## src/rtl/sclk_div_pkg.sv

```systemverilog
package sclk_div_pkg;
  localparam int FIELD_W = 8;
  localparam int MANT_W  = 4;
  localparam int EXP_W   = 3;
  localparam int CNT_W   = (1 << EXP_W) - 1;   // exponent counter width
  localparam int MIN_RATIO = 4;

  typedef struct packed {
    logic [MANT_W-1:0] mantTop;   // last mantissa count
    logic [CNT_W-1:0]  expTop;    // last exponent count
    logic [MANT_W-1:0] midMan;    // mantissa count at the mid strobe
    logic [CNT_W-1:0]  midExp;    // exponent count at the mid strobe
  } divCfg_t;

  typedef struct packed {
    logic    restart;
    divCfg_t cfg;
  } ctlStrobe_t;

  // Bits of the field that influence the ratio
  function automatic logic [FIELD_W-1:0] rateKey(input logic [FIELD_W-1:0] f,
                                                 input bit splitMode);
    if (splitMode) rateKey = f & 8'hDF;
    else           rateKey = {4'b0000, f[3:0]};
  endfunction

  function automatic divCfg_t decodeRate(input logic [FIELD_W-1:0] f,
                                         input bit splitMode);
    logic [MANT_W-1:0] mant;
    logic [EXP_W-1:0]  ex;
    logic [CNT_W:0]    span;
    divCfg_t           c;
    mant = f[3:0];
    if (splitMode) begin
      ex = {f[7:6], f[4]};
      if (mant == '0) mant = 4'd1;
    end else begin
      ex = 3'd1;
    end
    // raise ratios below MIN_RATIO
    if (ex == 3'd0 && mant < 4'(MIN_RATIO)) mant = 4'(MIN_RATIO);
    if (ex == 3'd1 && mant < 4'(MIN_RATIO / 2)) mant = 4'(MIN_RATIO / 2);
    span = (CNT_W + 1)'(1) << ex;
    c.mantTop = mant - 4'd1;
    c.expTop  = CNT_W'(span - 1'b1);
    if (ex == 3'd0 || !mant[0]) begin
      c.midMan = (mant >> 1) - 4'd1;
      c.midExp = c.expTop;
    end else begin
      c.midMan = mant >> 1;
      c.midExp = CNT_W'((span >> 1) - 1'b1);
    end
    return c;
  endfunction
endpackage

```

## src/rtl/sclk_div_ctrl.sv

```systemverilog
module sclk_div_ctrl
  import sclk_div_pkg::*;
#(
  parameter bit SPLIT_MODE = 1'b1
) (
  input  logic               clk,
  input  logic               rstN,
  input  logic [FIELD_W-1:0] cfgField,
  output ctlStrobe_t         ctl
);
  logic [FIELD_W-1:0] keyQ;
  logic [FIELD_W-1:0] keyNow;
  divCfg_t            cfgQ;
  logic               keyMoved;

  assign keyNow   = rateKey(cfgField, SPLIT_MODE);
  assign keyMoved = (keyNow != keyQ);

  always_ff @(posedge clk or negedge rstN) begin
    if (!rstN) begin
      keyQ <= rateKey('0, SPLIT_MODE);
      cfgQ <= decodeRate('0, SPLIT_MODE);
    end else if (keyMoved) begin
      keyQ <= keyNow;
      cfgQ <= decodeRate(cfgField, SPLIT_MODE);
    end
  end

  assign ctl.restart = keyMoved;
  assign ctl.cfg     = cfgQ;
endmodule

```

## src/rtl/sclk_div_path.sv

```systemverilog
module sclk_div_path
  import sclk_div_pkg::*;
(
  input  logic       clk,
  input  logic       rstN,
  input  ctlStrobe_t ctl,
  output logic       halfTick,
  output logic       fullTick
);
  logic [CNT_W-1:0]  expCnt;
  logic [MANT_W-1:0] manCnt;
  logic              preTick;
  logic              periodEnd;
  logic              midHit;

  assign preTick   = (expCnt == ctl.cfg.expTop);
  assign periodEnd = preTick && (manCnt == ctl.cfg.mantTop);
  assign midHit    = (manCnt == ctl.cfg.midMan) && (expCnt == ctl.cfg.midExp);

  // exponent stage: counts core cycles per mantissa step
  always_ff @(posedge clk or negedge rstN) begin
    if (!rstN)            expCnt <= '0;
    else if (ctl.restart) expCnt <= '0;
    else if (preTick)     expCnt <= '0;
    else                  expCnt <= expCnt + 1'b1;
  end

  // mantissa stage: advanced by the exponent stage
  always_ff @(posedge clk or negedge rstN) begin
    if (!rstN)            manCnt <= '0;
    else if (ctl.restart) manCnt <= '0;
    else if (periodEnd)   manCnt <= '0;
    else if (preTick)     manCnt <= manCnt + 1'b1;
  end

  assign fullTick = periodEnd;
  assign halfTick = periodEnd | midHit;
endmodule

```

## src/rtl/sclk_rate_gen.sv

```systemverilog
module sclk_rate_gen
  import sclk_div_pkg::*;
#(
  parameter bit SPLIT_MODE = 1'b1
) (
  input  logic               clk,
  input  logic               rstN,
  input  logic [FIELD_W-1:0] cfgField,
  output logic               halfTick,
  output logic               fullTick
);
  ctlStrobe_t ctl;

  sclk_div_ctrl #(.SPLIT_MODE(SPLIT_MODE)) uCtrl (
    .clk      (clk),
    .rstN     (rstN),
    .cfgField (cfgField),
    .ctl      (ctl)
  );

  sclk_div_path uPath (
    .clk      (clk),
    .rstN     (rstN),
    .ctl      (ctl),
    .halfTick (halfTick),
    .fullTick (fullTick)
  );
endmodule

```

## config.mk

```make
export PLATFORM = sky130hd
export DESIGN_NAME = sclk_rate_gen
export DESIGN_NICKNAME = d
export VERILOG_FILES = /design/src/rtl/sclk_div_pkg.sv /design/src/rtl/sclk_div_ctrl.sv /design/src/rtl/sclk_div_path.sv /design/src/rtl/sclk_rate_gen.sv
export SDC_FILE = /design/constraint.sdc
export NUM_CORES = 1
export LEC_CHECK = 0
export CAP_MARGIN = 20
export CORE_MARGIN = 2
export CORE_UTILIZATION = 55
export CTS_CLUSTER_SIZE = 12
export DETAILED_ROUTE_END_ITERATION = 16
export DONT_BUFFER_PORTS = 1
export GPL_TIMING_DRIVEN = 0
export PLACE_DENSITY = 0.72
export SKIP_CTS_REPAIR_TIMING = 1
export SYNTH_ARGS = -nofsm -noshare
export SYNTH_HDL_FRONTEND = slang
export SYNTH_SLANG_ARGS = --single-unit
```

## constraint.sdc

```tcl
create_clock -name clk -period 1.6 [get_ports clk]
set_input_delay 0.4 -clock clk [delete_from_list [all_inputs] [get_ports clk]]
set_output_delay 0.4 -clock clk [all_outputs]
set_load 0.05 [all_outputs]
```

==> flow_summary.toml <==
[run_status]
outcome = "finished with violations"
failed_checks = "setup timing"

[die]
io_pins = 12
fp.coreArea_um2 = 4380
fp.dieH_um = 71.5
die_w_um = 71.5
start_util_pct = 57.1
die-area_um2 = 5110
std_cell_rows = 24

[sta]
report.final.hold_viol_count = 0
tightestPinTransition_ps = 415
rsz0062_at_grt = "yes"
maxSlewViolCount = 0
post-route-min-period_ps = 2070
relSlewSlack_pct = 72.1
fmax_ghz = 0.483
skew_ps = 6.37
finalSetupViolations = 11
fin_crit_sh_pct = 129
setup_ws_ps = -469

[global_routing]
track_usage_pct = 22.4
antenna_found_initial = 0
grt_use_met1_pct = 29.8
grt_overflow_total = 0
grt_max_degree = 41
grt_pass1_vias = 1861
grt-busiest-layer = "met2"
met2_usage_pct = 36.9
grt_pass1_wl_um = 8990
use_met3_pct = 4.64

[synthesis]
synth_area_per_cell_um2 = 10.0
netlist_area_um2 = 2500
synth_ff_type = "dfrtp_1"
synth_cell_types = 48
ys_ff_latch = 40
yosysSeqAreaShare_pct = 40.1
syn_inst = 250
ys_warn_count = 0
synth_nets = 267
synthArstFlopShare_pct = 100
synth_edf_count = 0

[clock_tree]
cts.sinks = 40
clockBufferDepth = 2
htree_num_levels = 2
cts_tree = "yes"
cts_buffers = 5
root_buffer = "clkbuf_8"
clk_pin_slew_ps = 80
clk_latency_ps = 300

[drt]
ant_nets = 0
dr.pass1.iters = 4
wl_um = 5970
vias_per_cell = 5.92
vias = 2019
drc = 0
wire_per_inst_um = 17.5
first_iter_violations = 89

[placed_design]
dp_hpwl_um = 3860
gp_congestion = 0.848
port_buffers = 0

[power_and_ir_drop]
p_leak_nw = 1.47
combPwrFrac_pct = 24.2
p_int_mw = 1.74
switching_share_pct = 28.7
ir_drop_uv = 456
powerDensity_nw_per_um2 = 717
total_power_mw = 2.44
switchingPower_mw = 0.702
pwr-share-clk_pct = 28.9
seq_power_share_pct = 46.9

[layout]
final_cell_mix = "29 x buf_4, 29 x dfrtp_1, 22 x xor2_1"
areaGrowthSynthToFinish_pct = 36.1
drive_gt1_share_pct = 45.3
finalNetCount = 305
n_antenna_cell = 0
fill_cells = 266
final_util_pct = 77.7

[critical_path]
cp_num_buf_inv = 0
required_ps = 1200
cp_cell_sequence = "xor2_1, nor4_2, nand3_1, o21ai_4"
end_kind = "output pin"
max_stage_delay_ps = 460
crit_fanout = 4
cpMaxStageDelayCell = "dfrtp_2"
cp.arrival_ps = 1670
critPathLaunchType = "flip-flop"
cp_top_family = "simple AND/OR/NAND/NOR gates"
timing_worst_setup_path_type = "flip-flop to output pin"

[job]
drv_cap = 0

[hold_path]
hold_path.class = "primary input to flip-flop"
-- registers in the layout, indices dropped and copies added (netlist names) --
signal / cells
uCtrl.keyQ: 7
uCtrl.ctl: 22
uPath.expCnt: 7
uPath.manCnt: 4
-- final cells by class --
class	count	area (um2)	area share, %
buffer	21	200	5.87
clock buffer	8	90.1	2.64
inverter	9	33.8	0.991
multi-input combinational	177	1710	50.1
sequential	40	1010	29.8
tap	52	65.1	1.91
timing repair buffer	34	298	8.74
-- power groups by stage --
stage	clock, mW	combinational, mW	sequential (mW)
global route	0.755	0.641	1.15
global placement	0	0.405	1.16
CTS	0.720	0.416	1.14
detailed placement	0	0.413	1.16
floorplan	0	0.347	1.15
finish	0.705	0.591	1.15
-- stage by stage --
step	cells	TNS [ps]	cell area, um2	hold WS (ps)	worst slack [ps]
2_1_floorplan	250	-2860	2740	104	-332
3_3_place_gp	302	-8910	2800	105	-603
3_5_place_dp	302	-9090	2800	105	-615
4_1_cts	310	-4430	2890	-216	-682
5_1_grt	341	-1940	3410	337	-518
6_report	341	-1310	3410	327	-469
-- logic make-up after synthesis --
family | count (synthesis) | synth area share [%]
compound gates | 48 | 13.2
xor+xnor | 40 | 14.0
fa+ha+maj | 7 | 3.50
buf+inv | 33 | 6.05
flops | 40 | 40.1
mux | 14 | 6.05
simple gates | 68 | 17.1
-- worst paths after layout --
check / startpoint / to / slack (ps) / cells past startpoint
max: uPath.expCnt[3]$_DFF_PN0_ / halfTick / -470 / 4
min: cfgField[1] / uCtrl.keyQ[1]$_DFFE_PN0N_ / 330 / 2
max reg2reg: uCtrl.keyQ[2]$_DFFE_PN0N_ / uCtrl.ctl[5]$_DFFE_PN0N_ / -40 / 5
min reg2reg: uCtrl.ctl[7]$_DFFE_PN1N_ / uCtrl.ctl[7]$_DFFE_PN1N_ / 500 / 2
max in group asynchronous: rstN / uCtrl.ctl[18]$_DFFE_PN1N_ / 740 / 2
min in group asynchronous: rstN / uPath.manCnt[2]$_DFFE_PN0P_ / 600 / 2
-- routing by layer --
metal  wire length, um  share of wire [%]
met4               174                2.9
met5                 0                  0
met2              3100                 52
met3               180                3.0
met1              2510                 42
-- cells in the mapped netlist (2+ instances only) --
| cell | number | area, um2 |
|---|---|---|
| a41oi_1 | 2 | 17.5 |
| inv_1 | 9 | 33.8 |
| xnor2_1 | 16 | 140 |
| nor3_2 | 7 | 70.1 |
| o31ai_1 | 5 | 37.5 |
| o22ai_1 | 2 | 12.5 |
| nand4_1 | 5 | 31.3 |
| clkbuf_1 | 10 | 37.5 |
| nand2_1 | 7 | 26.3 |
| nor3_1 | 4 | 20.0 |
| nor3b_1 | 3 | 22.5 |
| nand2b_1 | 2 | 12.5 |
| ha_1 | 7 | 87.6 |
| o21ai_0 | 14 | 70.1 |
| a32oi_1 | 2 | 17.5 |
| mux2i_1 | 5 | 50.1 |
| buf_1 | 2 | 7.51 |
| nor2b_1 | 4 | 25.0 |
| nor4_1 | 3 | 18.8 |
| o2bb2ai_1 | 2 | 17.5 |
| and3_1 | 5 | 31.3 |
| dfstp_2 | 3 | 78.8 |
| a21oi_1 | 9 | 45.0 |
| a221oi_1 | 2 | 17.5 |
| buf_2 | 10 | 50.1 |
| dfrtp_1 | 37 | 926 |
| xor2_1 | 24 | 210 |
| buf_6 | 2 | 22.5 |
| mux2_2 | 9 | 101 |
| nor2_1 | 6 | 22.5 |
| nand3_1 | 15 | 75.1 |
-- worst reg2reg max path, stage by stage (launching register included) --
cell and delay [ps]:
dfrtp_1 390, xor2_1 180, nor4_4 330, buf_4 190, nand2_4 120, mux2_4 320
(Power assumes the default switching activity.)
